[config.mk]
export PLATFORM = sky130hd
export DESIGN_NAME = swp_pulse_seq
export DESIGN_NICKNAME = d
export VERILOG_FILES = /design/src/rtl/swp_pkg.sv /design/src/rtl/swp_counter.sv /design/src/rtl/swp_s_cascade.sv /design/src/rtl/swp_a_train.sv /design/src/rtl/swp_pulse_seq.sv
export SDC_FILE = /design/constraint.sdc
export NUM_CORES = 1
export LEC_CHECK = 0
export ABC_AREA = 1
export BUFFER_PORTS_ARGS = -buffer_cell sky130_fd_sc_hd__buf_2
export CORE_MARGIN = 2
export CORE_UTILIZATION = 38
export DETAILED_ROUTE_END_ITERATION = 10
export GPL_TIMING_DRIVEN = 0
export PLACE_DENSITY = 0.63
export SLEW_MARGIN = 20
export SYNTH_ARGS = -nofsm -noshare
export SYNTH_HDL_FRONTEND = slang
export SYNTH_SLANG_ARGS = --single-unit
[constraint.sdc]
create_clock -name clk -period 2.65 [get_ports clk]
set_input_delay 0.3975 -clock clk [delete_from_list [all_inputs] [get_ports clk]]
set_output_delay 0.3975 -clock clk [all_outputs]
set_load 0.05 [all_outputs]
[src/rtl/swp_pkg.sv]
package swp_pkg;
  localparam int NUM_SGATES = 4;
  typedef logic [NUM_SGATES-1:0] sgate_t;
  localparam sgate_t SG_NONE  = '0;
  localparam sgate_t SG_FIRST = sgate_t'(1);
endpackage

[src/rtl/swp_counter.sv]
module swp_counter #(
  parameter int W = 8
) (
  input  logic         clk,
  input  logic         clr,
  input  logic         ena,
  output logic [W-1:0] q
);
  // Clear has priority over count; the count wraps naturally at 2**W.
  always_ff @(posedge clk) begin
    if (clr)      q <= '0;
    else if (ena) q <= q + W'(1);
  end
endmodule

[src/rtl/swp_s_cascade.sv]
module swp_s_cascade
  import swp_pkg::*;
#(
  parameter int N1 = 4,
  parameter int N2 = 2,
  parameter int N3 = 4,
  parameter int N4 = 2
) (
  input  logic   clk,
  input  logic   rst,
  input  logic   en,
  input  logic   start,
  output sgate_t gate,
  output logic   last
);
  localparam int MAXN12 = (N1 > N2) ? N1 : N2;
  localparam int MAXN34 = (N3 > N4) ? N3 : N4;
  localparam int MAXN   = (MAXN12 > MAXN34) ? MAXN12 : MAXN34;
  localparam int SW     = (MAXN > 1) ? $clog2(MAXN) : 1;
  localparam int LENS [NUM_SGATES] = '{N1, N2, N3, N4};

  sgate_t        gate_q;
  logic [SW-1:0] sub_q;
  logic [SW-1:0] end_val [NUM_SGATES];
  logic [SW-1:0] end_sel;
  logic          at_end;
  logic          sub_clr;

  // Each gate contributes its final sub-step index when it is the active one.
  for (genvar i = 0; i < NUM_SGATES; i++) begin : g_len
    assign end_val[i] = gate_q[i] ? SW'(LENS[i] - 1) : '0;
  end

  always_comb begin
    end_sel = '0;
    for (int i = 0; i < NUM_SGATES; i++) end_sel = end_sel | end_val[i];
  end

  assign at_end  = (|gate_q) && (sub_q == end_sel);
  assign sub_clr = rst || (en && (start || at_end));
  assign last    = en && gate_q[NUM_SGATES-1] && at_end;

  swp_counter #(.W(SW)) u_sub (
    .clk (clk),
    .clr (sub_clr),
    .ena (en && (|gate_q)),
    .q   (sub_q)
  );

  always_ff @(posedge clk) begin
    if (rst) gate_q <= SG_NONE;
    else if (en) begin
      if (start)       gate_q <= SG_FIRST;
      else if (at_end) gate_q <= gate_q << 1;
    end
  end

  assign gate = gate_q;

  assert_onehot_gate_R3: assert property (@(posedge clk) disable iff (rst)
    $onehot0(gate_q));

  assert_gate_order_R3: assert property (@(posedge clk) disable iff (rst)
    (en && !start && at_end && !gate_q[NUM_SGATES-1]) |=> (gate_q != SG_NONE && gate_q != SG_FIRST));

  assert_freeze_gate_R7: assert property (@(posedge clk) disable iff (rst)
    !en |=> ($stable(gate_q) && $stable(sub_q)));
endmodule

[src/rtl/swp_a_train.sv]
module swp_a_train #(
  parameter int SUB_W = 8,
  parameter int REPS  = 24,
  parameter int REP_W = 5,
  parameter int A_OFF = 2
) (
  input  logic clk,
  input  logic rst,
  input  logic en,
  input  logic start_train,
  output logic a_gate,
  output logic last,
  output logic done
);
  localparam logic [SUB_W-1:0] CNT_TOP  = '1;
  localparam logic [REP_W-1:0] REP_LAST = REP_W'(REPS - 1);
  localparam logic [SUB_W-1:0] OFF_LIM  = SUB_W'(A_OFF);

  logic             active_q;
  logic             a_q;
  logic             done_q;
  logic [SUB_W-1:0] cnt_q;
  logic [REP_W-1:0] rep_q;
  logic             wrap;
  logic [SUB_W-1:0] nxt_cnt;
  logic             a_nxt;

  assign wrap    = en && active_q && (cnt_q == CNT_TOP);
  assign last    = wrap && (rep_q == REP_LAST);
  assign nxt_cnt = start_train ? '0 : cnt_q + SUB_W'(1);
  assign a_nxt   = (start_train || (active_q && !last)) && (nxt_cnt >= OFF_LIM);

  swp_counter #(.W(SUB_W)) u_duty (
    .clk (clk),
    .clr (rst || (en && start_train)),
    .ena (en && active_q),
    .q   (cnt_q)
  );

  swp_counter #(.W(REP_W)) u_reps (
    .clk (clk),
    .clr (rst || last),
    .ena (wrap),
    .q   (rep_q)
  );

  always_ff @(posedge clk) begin
    if (rst) begin
      active_q <= 1'b0;
      a_q      <= 1'b0;
      done_q   <= 1'b0;
    end else if (en) begin
      a_q    <= a_nxt;
      done_q <= last;
      if (start_train) active_q <= 1'b1;
      else if (last)   active_q <= 1'b0;
    end
  end

  assign a_gate = a_q;
  assign done   = done_q;

  assert_rep_bound_R5: assert property (@(posedge clk) disable iff (rst)
    rep_q <= REP_LAST);

  assert_idle_counters_R1: assert property (@(posedge clk) disable iff (rst)
    !active_q |-> (cnt_q == '0 && rep_q == '0));

  assert_done_single_R5: assert property (@(posedge clk) disable iff (rst)
    (done_q && en) |=> !done_q);

  assert_off_window_R4: assert property (@(posedge clk) disable iff (rst)
    (active_q && cnt_q < OFF_LIM) |-> !a_q);

  assert_freeze_train_R7: assert property (@(posedge clk) disable iff (rst)
    !en |=> ($stable(cnt_q) && $stable(rep_q) && $stable(a_q) && $stable(done_q)));
endmodule

[src/rtl/swp_pulse_seq.sv]
module swp_pulse_seq
  import swp_pkg::*;
#(
  parameter int N1    = 4,
  parameter int N2    = 2,
  parameter int N3    = 4,
  parameter int N4    = 2,
  parameter int SUB_W = 8,
  parameter int REPS  = 24,
  parameter int REP_W = 5,
  parameter int A_OFF = 2
) (
  input  logic                  clk,
  input  logic                  rst,
  input  logic                  en,
  input  logic                  start,
  output logic [NUM_SGATES-1:0] s_gate,
  output logic                  a_gate,
  output logic                  busy,
  output logic                  done
);
  logic   busy_q;
  logic   accept;
  logic   casc_last;
  logic   train_last;
  sgate_t gate_w;

  assign accept = en && start && !busy_q;

  swp_s_cascade #(.N1(N1), .N2(N2), .N3(N3), .N4(N4)) u_casc (
    .clk   (clk),
    .rst   (rst),
    .en    (en),
    .start (accept),
    .gate  (gate_w),
    .last  (casc_last)
  );

  swp_a_train #(.SUB_W(SUB_W), .REPS(REPS), .REP_W(REP_W), .A_OFF(A_OFF)) u_train (
    .clk         (clk),
    .rst         (rst),
    .en          (en),
    .start_train (casc_last),
    .a_gate      (a_gate),
    .last        (train_last),
    .done        (done)
  );

  always_ff @(posedge clk) begin
    if (rst) busy_q <= 1'b0;
    else if (en) begin
      if (accept)          busy_q <= 1'b1;
      else if (train_last) busy_q <= 1'b0;
    end
  end

  assign busy   = busy_q;
  assign s_gate = gate_w;

  assert_exclusive_R10: assert property (@(posedge clk) disable iff (rst)
    !(a_gate && (|s_gate)));

  assert_start_accept_R2: assert property (@(posedge clk) disable iff (rst)
    accept |=> (busy && s_gate == SG_FIRST));

  assert_busy_hold_R6: assert property (@(posedge clk) disable iff (rst)
    (busy && !train_last) |=> busy);

  assert_done_idle_R5: assert property (@(posedge clk) disable iff (rst)
    done |-> !busy);
endmodule

Word level (Yosys, flattened, before mapping). Cells that the tools add are included. Widths: inputs -> output; s select.

Input port bits: 4. Register bits: 23. Output and inout port bits: 7. Logic and storage cells: 55.

Reduce and logical (&&, ||, !) cells: 27. $lt $le $gt $ge: 1. $add $sub $neg: 3. Bitwise logic cells: 3. Muxes and demuxes: 10. Equality and inequality tests: 3.

Operators with widths (count): $logic_and 1x1->1 (13); $add 8x1->8 const B (1); $eq 8x8->1 const B (1); $ge 8x2->1 const B (1); $mux 4 (2); $mux 8 (1); $or 2x2->2 (3); $reduce_and 2->1 (3); $reduce_bool 2->1 (3); $add 5x1->5 const B (1); $eq 5x5->1 const B (1); $logic_or 1x1->1 (5); $mux 1 (5); $mux 2 (2); $reduce_or 4->1 (1); $add 2x1->2 const B (1); $eq 2x2->1 (1); $logic_not 1->1 (2).

Longest topological paths before layout.
Word-level depth: 10. Mapped depth: 11. Depth with buffers taken out: 11.

Modules after synthesis. From an unflattened synthesis, not the netlist that was laid out.

Cells, all modules: 190. Area, all modules: 1290.0 µm².

By module, submodules not included: swp_counter (u_train.u_duty) (area an instance 361.6 µm², instances 1, sequential area each 160.2 µm², cells each 48); swp_a_train (area an instance 305.3 µm², instances 1, sequential area each 60.1 µm², cells each 56); swp_s_cascade (area an instance 279.0 µm², instances 1, sequential area each 80.1 µm², cells each 39); swp_counter (u_train.u_reps) (area an instance 214.0 µm², instances 1, sequential area each 100.1 µm², cells each 29); swp_counter (u_casc.u_sub) (area an instance 76.3 µm², instances 1, sequential area each 40.0 µm², cells each 11); swp_pulse_seq (area an instance 53.8 µm², instances 1, sequential area each 20.0 µm², cells each 7).

Worst setup path after synthesis. No wires, ideal clock.

Kind: flip-flop to flip-flop. Start point: register u_casc.gate_q[0] (netlist: u_casc.gate[0]). End point: register u_casc.gate_q[1] (netlist: u_casc.gate[1]). Data required time: 2.580 ns. Setup time: 0.070 ns. Period minus slack after synthesis: 1.497 ns. Path slack: 1.153 ns. Stages on the path, launching flop included: 9. Arrival time: 1.427 ns. Path through: dfxtp_1 > nor2_1 > nand2_1 > nand3_2 > inv_1 > nand3_2 > inv_1 > nand3_1 > a21oi_1.

Cells in the longest elaborated chain, start to end: 8. Elaborated cells between the ends (all ways): 11. Those cells by class: eq/ne: 1; mux: 3; bitwise: 3; reduce/logical: 4.

RTL lines: start, declared (RTL line swp_s_cascade.sv:22) `sgate_t gate_q;`; start signal, assigned (RTL line swp_s_cascade.sv:54) `else if (at_end) gate_q <= gate_q << 1;`; $mux 2 (RTL line swp_s_cascade.sv:31) `assign end_val[i] = gate_q[i] ? SW'(LENS[i] - 1) : '0;`; $or 2x2->2 (3 in series) (RTL line swp_s_cascade.sv:36) `for (int i = 0; i < NUM_SGATES; i++) end_sel = end_sel | end_val[i];`; $eq 2x2->1 (RTL line swp_s_cascade.sv:39) `assign at_end = (|gate_q) && (sub_q == end_sel);`; $logic_and 1x1->1 (RTL line swp_s_cascade.sv:39); $reduce_bool 2->1 (no line); $reduce_and 2->1 (no line).

Several ways; a longest one is shown, not always the timed one. The select of a mux whose other input is x is not followed. A chain may end at the register's enable or synchronous reset.

Final worst setup path.
Start point: register u_train.u_duty.q[0]. End point: register busy_q (netlist: busy).

Cells in the longest elaborated chain, start to end: 5.

RTL lines: start, declared (RTL line swp_counter.sv:7) `output logic [W-1:0] q`; start signal, assigned (RTL line swp_counter.sv:12) `else if (ena) q <= q + W'(1);`; $eq 8x8->1 (RTL line swp_a_train.sv:28) `assign wrap = en && active_q && (cnt_q == CNT_TOP);`; $logic_and 1x1->1 (RTL line swp_a_train.sv:28); $logic_and 1x1->1 (RTL line swp_a_train.sv:29) `assign last = wrap && (rep_q == REP_LAST);`; $reduce_bool 2->1 (no line); $reduce_and 2->1 (no line); end signal, assigned (RTL line swp_pulse_seq.sv:50) `if (rst) busy_q <= 1'b0;`; end signal, assigned (RTL line swp_pulse_seq.sv:52) `if (accept) busy_q <= 1'b1;`; end signal, assigned (RTL line swp_pulse_seq.sv:53) `else if (train_last) busy_q <= 1'b0;`; end, declared (RTL line swp_pulse_seq.sv:22) `logic busy_q;`.

No other way between the ends.

==> results.yml <==
synth:
  synth_nets: 171
  ys_ff_latch: 23
  postSynthCellCount: 165
  synth-main-ff-cell: "dfxtp_1"
  synthesis.area_sq_um: 1170
  syn_area_per_cell_sq_um: 7.07
  synthMostInstantiatedCell: "nand2_1"
  yosys-top-cells-area: "dfxtp_1, nand2_1, a21oi_1"
  ys_warn_count: 0
  synth_top_area_share: 0.394
  synthArstFlopShare: 0
  ys_top_cells_by_count: "nand2_1, dfxtp_1, inv_1"
  ys_types: 23
  synth_edf_count: 0
  ys_seq_area_frac: 0.394
  yosysTopAreaCell: "dfxtp_1"
floorplan:
  initial_utilization: 0.392
  num_rows: 20
  core_area_sq_um: 2980
  die_y_um: 59.4
  ios: 11
  die_x_um: 59.4
  fp.dieArea_sq_um: 3530
placed_design:
  dpl.hpwl_mm: 1.76
  io_buffers: 9
  place_congestion: 0.791
  placed_area_sq_um: 1250
clocking:
  htreeDepth: 1
  cts_tree: "done"
  path_clk_slew_ps: 130
  clk_latency_ps: 310
  cts_buffer_depth: 2
  numClockSinks: 23
  postCtsHoldBufs: 0
  clock-root-buffer: "clkbuf_4"
  cts_resized: 0
  postCtsSetupBuffers: 0
  cts_buffers: 3
detailed_routing:
  first_iter_violations: 22
  wirelength_mm: 2.23
  drcViolationCount: 0
  drtAntennaViolNets: 0
  firstDrtPassIters: 4
  routed-via-count: 1036
  viasPerCell: 4.91
  avgRoutedWirePerCell_um: 10.6
setup_path:
  criticalPathCategory: "flop to flop"
  crit_fanout: 5
  critPathLaunchType: "flop"
  crit_arrival_ps: 1690
  crit_required_ps: 2850
  endpoint_kind: "flop"
run:
  cap_violations: 0
timing:
  finalSetupViolCount: 0
  period_needed_ps: 1490
  finalClockSkew_ps: 4.52
  slew_headroom: 0.734
  final_max_slew_viol_count: 0
  worst_pin_slew_ps: 399
  hold_viol_final: 0
  finalCritPeriodShare: 0.561
  clock.fmax_mhz: 673
  setup_tns_ps: 0
  rsz0062_at_grt: "no"
finish:
  final_area_sq_um: 1280
  fin_util: 0.430
  areaGrowthSynthToFinish_pct: 9.75
  nNetsFinal: 185
  drive_above_1_share: 0.152
  diodes: 0
global_route:
  antenna_found_initial: 0
  grt_use_total: 0.145
  grt_max_degree: 14
  overflow: 0
  grt_pass1_vias: 1015
  grt_pass1_wl_mm: 3.93
power_and_ir_drop:
  ir_drop_mv: 0.273
  power_density_nw_per_um2: 425
  p_leak_nw: 0.549
hold_path:
  hp-class: "primary input to flop"
status:
  status: "complete, no violations"
## metal layers
metal  routed length [um]  up-vias  global-route usage  part of all wire
met5                    0        -                   0                 0
met2                 1110       14               0.254              0.50
li1                     -      561                   -                 -
met4                   35        0              0.0779             0.016
met1                 1030      457               0.167              0.46
met3                   50        4              0.0197             0.022
## cell usage in the layout, fill, tap and decap left out, types with 2 or more instances in the layout
cell type and n:
nor2_1 18, inv_1 21, ha_1 2, dfxtp_1 23, nor2_4 3, o21ai_0 9
clkbuf_4 3, nand3_1 12, nor2_2 2, nand2_1 39, clkbuf_1 2, nand3_2 6
a21oi_1 17, buf_2 9
## sequential cells by signal, summed over array words and instances, names as in the netlist
name              count
u_train.a_gate        1
u_casc.u_sub.q        2
busy                  1
u_train.done          1
u_train.u_reps.q      5
u_casc.gate           4
u_train.active_q      1
u_train.u_duty.q      8
## stage by stage
stage | setup slack [ps] | cells | total power, mW | hold WS, ps
4_1_cts | 1160 | 211 | 0.554 | 426
3_5_place_dp | 1170 | 207 | 0.393 | 455
3_3_place_gp | 1210 | 207 | 0.392 | 455
6_report | 1160 | 211 | 0.544 | 436
2_1_floorplan | 1150 | 165 | 0.383 | 457
5_1_grt | 1020 | 211 | 0.572 | 455
## layout make-up
cell class	instances	area, sq um
buffer	2	7.51
clock buffer	3	22.5
clock inverter	1	5.00
fill	309	1700
inverter	21	78.8
multi-input combinational	119	621
sequential	23	460
tap	33	41.3
timing repair buffer	9	45.0
## kinds of logic (layout without fill, tap and decap cells)
kind of cell    count (synthesis)  count (layout)  share of synthesized area
fa+ha+maj                       2               2                     0.0214
buf+inv                        23              36                     0.0740
simple gates                   85              85                      0.360
compound gates                 31              31                      0.143
flops                          23              23                      0.394
xor+xnor                        1               1                    0.00750
## power by group
| group | switching [mW] | internal (mW) | total [mW] |
|---|---|---|---|
| logic | 0.0254 | 0.00821 | 0.0336 |
| registers | 0.00237 | 0.349 | 0.351 |
| clock network | 0.103 | 0.0563 | 0.160 |
## worst max-delay path, stage by stage (launching register included)
cell and delay, ps:
dfxtp_1 400, ha_1 190, nand2_1 140, nor2_4 200, nand3_2 140, nand2_1 220, o22ai_1 90
## final timing paths
check / slack [ps] / depth (start not counted) / from / to
worst min-delay path: 440 / 2 / rst / u_train.active_q
worst max register to register: 1160 / 6 / u_train.u_duty.q[0] / busy
worst min register to register: 480 / 2 / u_train.done / u_train.done
worst max-delay path: 1160 / 6 / u_train.u_duty.q[0] / busy
Note: power is estimated with default switching activity, not from simulation.
